===== src/rtl/pmon_pkg.sv =====
package pmon_pkg;

   // Event kind a counter is bound to for the current clock
   typedef enum logic [1:0] {
      EV_NONE = 2'd0,
      EV_CYC  = 2'd1,
      EV_INS  = 2'd2
   } pmon_event_e;

endpackage


===== src/rtl/pmon_ctl_regs.sv =====
module pmon_ctl_regs #(
   parameter int unsigned          CTL_W  = 64,
   parameter int unsigned          AW     = 3,
   parameter int unsigned          ADDR0  = 6,
   parameter int unsigned          ADDR1  = 7,
   parameter logic [CTL_W-1:0]     RST0   = '0,
   parameter logic [CTL_W-1:0]     RST1   = '0
) (
   input  logic             clk,
   input  logic             rst_n,
   input  logic             wr_en,
   input  logic [AW-1:0]    wr_addr,
   input  logic [CTL_W-1:0] wr_data,
   output logic [CTL_W-1:0] ctl0_q,
   output logic [CTL_W-1:0] ctl1_q
);

   localparam logic [AW-1:0] A0 = AW'(ADDR0);
   localparam logic [AW-1:0] A1 = AW'(ADDR1);

   if (ADDR0 == ADDR1) begin : g_addr_clash
      $error("pmon_ctl_regs: control words share an address");
   end

   logic hit0, hit1;
   assign hit0 = wr_en && (wr_addr == A0);
   assign hit1 = wr_en && (wr_addr == A1);

   always_ff @(posedge clk or negedge rst_n) begin
      if (!rst_n) begin
         ctl0_q <= RST0;
         ctl1_q <= RST1;
      end else begin
         if (hit0) ctl0_q <= wr_data;
         if (hit1) ctl1_q <= wr_data;
      end
   end


   ctl0_keep_chk: assert property (@(posedge clk) disable iff (!rst_n)
      hit0 |=> ctl0_q == $past(wr_data));


   ctl1_quiet_chk: assert property (@(posedge clk) disable iff (!rst_n)
      !hit1 |=> $stable(ctl1_q));

endmodule


===== src/rtl/pmon_sel_decode.sv =====
module pmon_sel_decode
   import pmon_pkg::*;
#(
   parameter int unsigned     IDX      = 0,
   parameter int unsigned     NPROG    = 4,
   parameter int unsigned     SEL_W    = 8,
   parameter logic [SEL_W-1:0] C_INS   = 8'h02,
   parameter logic [SEL_W-1:0] C_CYC   = 8'h1E,
   parameter logic [SEL_W-1:0] C_CYC1  = 8'hF0,
   parameter logic [SEL_W-1:0] C_INS1  = 8'hFE
) (
   input  logic [SEL_W-1:0] sel,
   output pmon_event_e      ev
);

   localparam bit IS_FIXED = (IDX >= NPROG);
   localparam bit IS_FIRST = (IDX == 0);

   if (IS_FIXED) begin : g_fixed
      // Fixed counters alternate instruction, cycle, ...
      localparam bit FIX_CYC = ((IDX - NPROG) % 2) == 1;
      assign ev = FIX_CYC ? EV_CYC : EV_INS;
   end else if (IS_FIRST) begin : g_first
      always_comb begin
         unique case (sel)
            C_INS, C_INS1: ev = EV_INS;
            C_CYC, C_CYC1: ev = EV_CYC;
            default:       ev = EV_NONE;
         endcase
      end
   end else begin : g_other
      always_comb begin
         unique case (sel)
            C_INS:   ev = EV_INS;
            C_CYC:   ev = EV_CYC;
            default: ev = EV_NONE;
         endcase
      end
   end

endmodule


===== src/rtl/pmon_counter.sv =====
module pmon_counter
   import pmon_pkg::*;
#(
   parameter int unsigned CNT_W = 32
) (
   input  logic             clk,
   input  logic             rst_n,
   input  logic             active,
   input  pmon_event_e      ev,
   input  logic             retire,
   input  logic             wr_hit,
   input  logic [CNT_W-1:0] wr_val,
   output logic [CNT_W-1:0] cnt_q
);

   logic step;

   always_comb begin
      unique case (ev)
         EV_CYC:  step = active;
         EV_INS:  step = active && retire;
         default: step = 1'b0;
      endcase
   end

   always_ff @(posedge clk or negedge rst_n) begin
      if (!rst_n)       cnt_q <= '0;
      else if (wr_hit)  cnt_q <= wr_val;
      else if (step)    cnt_q <= cnt_q + CNT_W'(1);
   end


   wr_wins_chk: assert property (@(posedge clk) disable iff (!rst_n)
      wr_hit |=> cnt_q == $past(wr_val));


   frozen_hold_chk: assert property (@(posedge clk) disable iff (!rst_n)
      (!wr_hit && !active) |=> $stable(cnt_q));


   invalid_hold_chk: assert property (@(posedge clk) disable iff (!rst_n)
      (!wr_hit && ev == EV_NONE) |=> $stable(cnt_q));


   one_step_chk: assert property (@(posedge clk) disable iff (!rst_n)
      !wr_hit |=> CNT_W'(cnt_q - $past(cnt_q)) <= CNT_W'(1));


   ins_idle_chk: assert property (@(posedge clk) disable iff (!rst_n)
      (!wr_hit && ev == EV_INS && !retire) |=> $stable(cnt_q));

endmodule


===== src/rtl/pmon_unit.sv =====
module pmon_unit
   import pmon_pkg::*;
#(
   parameter int unsigned CNT_W    = 32,
   parameter int unsigned CTL_W    = 64,
   parameter int unsigned SEL_W    = 8,
   parameter int unsigned NPROG    = 4,
   parameter int unsigned NFIX     = 2,
   parameter int unsigned FRZ_BIT  = 31,
   parameter int unsigned GRPA_BIT = 5,
   parameter int unsigned GRPB_BIT = 4
) (
   input  logic             clk,
   input  logic             rst_n,
   input  logic             retire_i,
   input  logic             wr_en_i,
   input  logic [2:0]       wr_addr_i,
   input  logic [63:0]      wr_data_i,
   input  logic [2:0]       rd_addr_i,
   output logic [63:0]      rd_data_o
);

   localparam int unsigned NCNT  = NPROG + NFIX;
   localparam int unsigned AW    = 3;
   localparam int unsigned A_C0  = NCNT;
   localparam int unsigned A_C1  = NCNT + 1;
   localparam logic [CTL_W-1:0] RST0 = CTL_W'(1) << FRZ_BIT;

   if (NCNT + 2 > (1 << AW)) begin : g_chk_addr
      $error("pmon_unit: register map exceeds address width");
   end
   if (SEL_W * NPROG > CTL_W) begin : g_chk_sel
      $error("pmon_unit: selectors do not fit in a control word");
   end
   if (CNT_W > CTL_W || CTL_W != 64) begin : g_chk_w
      $error("pmon_unit: counter or control width unsupported");
   end
   if (FRZ_BIT >= CTL_W || GRPA_BIT >= CTL_W || GRPB_BIT >= CTL_W) begin : g_chk_bits
      $error("pmon_unit: freeze bit outside control word");
   end

   logic [CTL_W-1:0] ctl0_q, ctl1_q;
   logic [CNT_W-1:0] cnt_q [NCNT];

   pmon_ctl_regs #(
      .CTL_W (CTL_W),
      .AW    (AW),
      .ADDR0 (A_C0),
      .ADDR1 (A_C1),
      .RST0  (RST0),
      .RST1  ('0)
   ) u_ctl (
      .clk     (clk),
      .rst_n   (rst_n),
      .wr_en   (wr_en_i),
      .wr_addr (wr_addr_i),
      .wr_data (wr_data_i),
      .ctl0_q  (ctl0_q),
      .ctl1_q  (ctl1_q)
   );

   for (genvar k = 0; k < NCNT; k++) begin : g_cnt
      localparam int unsigned GRP_BIT = (k < NPROG) ? GRPA_BIT : GRPB_BIT;
      localparam int unsigned SEL_LO  = (k < NPROG) ? (NPROG - 1 - k) * SEL_W : 0;

      logic [SEL_W-1:0] sel;
      pmon_event_e      ev;
      logic             active;
      logic             wr_hit;

      assign sel    = ctl1_q[SEL_LO +: SEL_W];
      assign active = !ctl0_q[FRZ_BIT] && !ctl0_q[GRP_BIT];
      assign wr_hit = wr_en_i && (wr_addr_i == AW'(k));

      pmon_sel_decode #(
         .IDX   (k),
         .NPROG (NPROG),
         .SEL_W (SEL_W)
      ) u_dec (
         .sel (sel),
         .ev  (ev)
      );

      pmon_counter #(
         .CNT_W (CNT_W)
      ) u_cnt (
         .clk    (clk),
         .rst_n  (rst_n),
         .active (active),
         .ev     (ev),
         .retire (retire_i),
         .wr_hit (wr_hit),
         .wr_val (wr_data_i[CNT_W-1:0]),
         .cnt_q  (cnt_q[k])
      );
   end

   // Read mux: live counter values, then control words
   always_comb begin
      rd_data_o = '0;
      for (int k = 0; k < NCNT; k++) begin
         if (rd_addr_i == AW'(k)) rd_data_o = CTL_W'(cnt_q[k]);
      end
      if (rd_addr_i == AW'(A_C0)) rd_data_o = ctl0_q;
      if (rd_addr_i == AW'(A_C1)) rd_data_o = ctl1_q;
   end


   frz_gate_chk: assert property (@(posedge clk) disable iff (!rst_n)
      (ctl0_q[FRZ_BIT] && !wr_en_i) |=> $stable(cnt_q[0]) && $stable(cnt_q[NCNT-1]));


   grpb_gate_chk: assert property (@(posedge clk) disable iff (!rst_n)
      (ctl0_q[GRPB_BIT] && !wr_en_i) |=> $stable(cnt_q[NPROG]));


   fix_cyc_chk: assert property (@(posedge clk) disable iff (!rst_n)
      (!ctl0_q[FRZ_BIT] && !ctl0_q[GRPB_BIT] && !wr_en_i)
         |=> cnt_q[NCNT-1] == $past(cnt_q[NCNT-1]) + CNT_W'(1));

endmodule


===== config.mk =====
export PLATFORM = sky130hd
export DESIGN_NAME = pmon_unit
export DESIGN_NICKNAME = d
export VERILOG_FILES = /design/src/rtl/pmon_pkg.sv /design/src/rtl/pmon_ctl_regs.sv /design/src/rtl/pmon_sel_decode.sv /design/src/rtl/pmon_counter.sv /design/src/rtl/pmon_unit.sv
export SDC_FILE = /design/constraint.sdc
export NUM_CORES = 1
export LEC_CHECK = 0
export CORE_ASPECT_RATIO = 0.75
export CORE_MARGIN = 2
export CORE_UTILIZATION = 25
export DETAILED_ROUTE_END_ITERATION = 6
export PLACE_DENSITY = 0.46
export REMOVE_ABC_BUFFERS = 1
export SETUP_SLACK_MARGIN = 0.1
export SLEW_MARGIN = 20
export SYNTH_ARGS = -nofsm -noshare
export SYNTH_HDL_FRONTEND = slang
export SYNTH_SLANG_ARGS = --single-unit

===== constraint.sdc =====
create_clock -name clk -period 3.5 [get_ports clk]
set_clock_uncertainty 0.15 [all_clocks]
set_input_delay 0.525 -clock clk [delete_from_list [all_inputs] [get_ports clk]]
set_output_delay 0.525 -clock clk [all_outputs]
set_load 0.01 [all_outputs]

==> impl_metrics.py <==
metrics = {
    "run_status": {
        "status": "finished clean",
    },
    "final_layout": {
        "nets": 2196,
        "fillCellCount": 7656,
        "drive_gt1_share_pct": 14.76,
        "ff_latch_area_um2": 8009,
        "final_util_pct": 30.89,
        "n_antenna_cell": 0,
        "syn2layout_area_growth_pct": 22.57,
        "final_cells": 3102,
        "multi_input_area_um2": 9836,
    },
    "critical_path": {
        "end_kind": "output port",
        "path_cells": "buf_4 -> nor2b_2 -> buf_4 -> nand2_1 -> o21ai_0 -> o21ai_0 -> a21oi_1 -> clkdlybuf4s50_1",
        "worstPathArrival_ns": 2.65,
        "critPathKind": "input port to output port",
        "slowest_delay_ns": 0.63,
        "crit_start": "rd_addr_i[1]",
        "slowest_stage": "clkdlybuf4s50_1",
        "required_ns": 2.82,
        "r2r_start": "u_ctl.ctl1_q[8]",
        "cp-start-kind": "input port",
        "critPathMaxFanout": 21,
    },
    "sta": {
        "relSlewSlack_pct": 47.02,
        "setup_viol": 0,
        "worstMarginPinSlew_ns": 0.7918,
        "final.setup.tns_ns": 0,
        "rsz0062_at_grt": "no",
        "setup_ws_ns": 0.1737,
        "finalHoldViolCount": 0,
        "finalCriticalPeriod_ns": 3.326,
        "fin_crit_sh_pct": 95.04,
        "max_freq_mhz": 300.6,
        "finalMaxSlewViolations": 0,
    },
    "synth": {
        "synth-main-ff-cell": "dfrtp_1",
        "synth_top_family_by_area": "simple AND/OR/NAND/NOR gates",
        "async_reset_ff_share_pct": 100.0,
        "synth_fa_ha_area_share_pct": 0.9472,
        "synth-simple-area-share_pct": 19.92,
        "synth_compound_area_share_pct": 12.48,
        "synth_xor_area_share_pct": 8.572,
        "synth.area.mux_share_pct": 10.95,
        "ys_seq_area_share_pct": 43.31,
        "ys_warn_count": 0,
        "synth_edf_count": 0,
        "synth_top_area_cell": "dfrtp_1",
        "synth.top_cells.by_area": "dfrtp_1, mux2_2, nand2_1",
        "postSynthCellCount": 2004,
        "synth_cell_types": 54,
        "synth-seq-cells": 320,
        "synth_top_area_share_pct": 43.16,
        "syn_area_um2": 18490,
        "syn-mean-instance-area_um2": 9.229,
    },
    "floorplan": {
        "start_util_pct": 25.20,
        "io_pins": 138,
        "die_w_um": 318.1,
        "core-area_um2": 73390,
        "fp.dieArea_um2": 76190,
        "die_h_um": 239.5,
        "rows": 86,
    },
    "placed_design": {
        "post-place-ws_ns": 0.2469,
        "io_buffers": 137,
        "dp_hpwl_mm": 51.83,
        "dp.cells": 3035,
        "gp_congestion": 0.8998,
    },
    "cts": {
        "cts_resized": 0,
        "cts_made_buffers": 38,
        "htreeDepth": 2,
        "cts_tree": "yes",
        "cts_root_buf": "clkbuf_16",
        "clk_pin_slew_ns": 0.05,
        "cts.sinks": 320,
        "clk_latency_ns": 0.59,
        "ctsLongestPathBuffers": 3,
    },
    "routing": {
        "drc": 0,
        "antenna_left": 0,
        "via_count": 16160,
        "totalWireLength_mm": 72.33,
        "drt-pass1-iter-count": 5,
        "via_per_inst": 5.209,
        "drt-initial-drc-count": 1519,
        "wire_per_inst_um": 23.32,
    },
    "grt": {
        "antenna_found_initial": 0,
        "grt_max_degree": 74,
        "grt_pass1_wl_mm": 106.7,
        "gr-usage-all-layers_pct": 18.75,
        "grt_overflow": 0,
        "grt_pass1_vias": 15680,
    },
    "min_path": {
        "hold_path.class": "flop to flop",
        "hold_start": "u_ctl.ctl1_q[42]",
    },
    "pwr": {
        "total_power_mw": 12.33,
        "power_leakage_nw": 8.521,
        "power.density_nw_per_um2": 543.9,
        "peakVddDrop_mv": 0.3129,
    },
    "run": {
        "cap_violations": 0,
    },
}
==> timing repair <==
action	CTS	global route
hold endpoints to repair	56	0
hold buffers	1	0
buffers inserted	0	0
==> path summary, 6_finish.rpt <==
path | cells past startpoint | to | slack (ns)
min | 1 | u_ctl.ctl1_q[42] | 0.35
max in group asynchronous | 3 | u_ctl.ctl0_q[52] | 1.84
min reg2reg | 1 | u_ctl.ctl1_q[42] | 0.35
min in group asynchronous | 2 | g_cnt[3].u_cnt.cnt_q[29] | 0.38
max | 8 | rd_data_o[23] | 0.17
max reg2reg | 9 | g_cnt[2].u_cnt.cnt_q[17] | 0.25
==> power breakdown <==
| group | switching [mW] | internal (mW) |
|---|---|---|
| combinational | 1.20 | 1.27 |
| sequential | 0.990 | 4.50 |
| clock | 1.75 | 2.63 |
| total | 3.94 | 8.39 |
==> metrics by stage <==
| stage | instance area [µm²] | hold WS [ns] |
|---|---|---|
| floorplan | 17890 | 0.07941 |
| global placement | 21320 | 0.3363 |
| detailed placement | 21320 | 0.3434 |
| CTS | 22670 | 0.3563 |
| global route | 22670 | 0.3632 |
| finish | 22670 | 0.3540 |
==> cells by family after synthesis <==
kind of cell,after synthesis
and+or+nand+nor,728
adders and majority gates,14
xor gates and xnor gates,181
buffers and inverters,181
DFF,320
muxes,177
AOI/OAI and AO/OA,403
==> synth_stat cells (all sizes together) (2+ instances only) <==
master  number
or4          7
nand3b       3
and2        17
mux2i       37
a22o        58
nand2b       6
nand4       59
nand3       75
a31oi        3
xor2        58
nor3b        3
mux2       133
a21oi       73
clkbuf     118
or2          4
and4        34
nor4b        2
nor4        49
nand2      323
buf         36
inv         27
o22ai       26
nor3        62
and3        26
nor2b        3
o21ai      230
a21o         8
ha          14
mux4         7
xnor2      123
nor2        48
dfrtp      319
or3          3
==> cell usage in the layout (no fill, tap or decap), types with 43 or more instances in the layout <==
| cell | netlist | final |
|---|---|---|
| mux2_2 | 133 | 133 |
| a21oi_1 | 73 | 73 |
| nand2_1 | 323 | 323 |
| xnor2_1 | 123 | 123 |
| dfrtp_1 | 319 | 319 |
| o21ai_0 | 213 | 213 |
| nand3_1 | 74 | 73 |
| a22o_1 | 58 | 58 |
| buf_4 | 0 | 66 |
| xor2_1 | 58 | 58 |
| nor2_1 | 48 | 44 |
| nor4_1 | 43 | 43 |
| clkdlybuf4s50_1 | 0 | 133 |
| nor3_1 | 56 | 54 |
| nand4_1 | 59 | 59 |
==> worst max-delay path, delay by kind of cell <==
kind            cells  cell delay [ns]
simple gates        2             0.36
buf+inv             3             1.16
compound gates      3             0.54
==> metal layers <==
layer	global-route usage [%]	routed length, µm	share of wire, %	vias up
met1	28.56	35750	49	8173
met5	0	0	0	-
met3	3.171	4884	6.8	91
li1	-	-	-	7325
met2	27.11	30090	42	570
met4	4.739	1598	2.2	0
==> sequential cells by signal (all words and copies together), names as in the netlist <==
signal and flops:
g_cnt.u_cnt.cnt_q 192, u_ctl.ctl0_q 64, u_ctl.ctl1_q 64
==> final cells by class <==
class                           instances  share of cell area [%]
Multi-Input combinational cell       1503                   43.39
Sequential cell                       320                   35.33
Timing Repair Buffer                  218                   9.604
Tap cell                              968                   5.343
Clock buffer                           56                   5.028
Clock inverter                         10                  0.8555
Inverter                               27                  0.4471
Note: power is estimated with default switching activity, not from simulation.
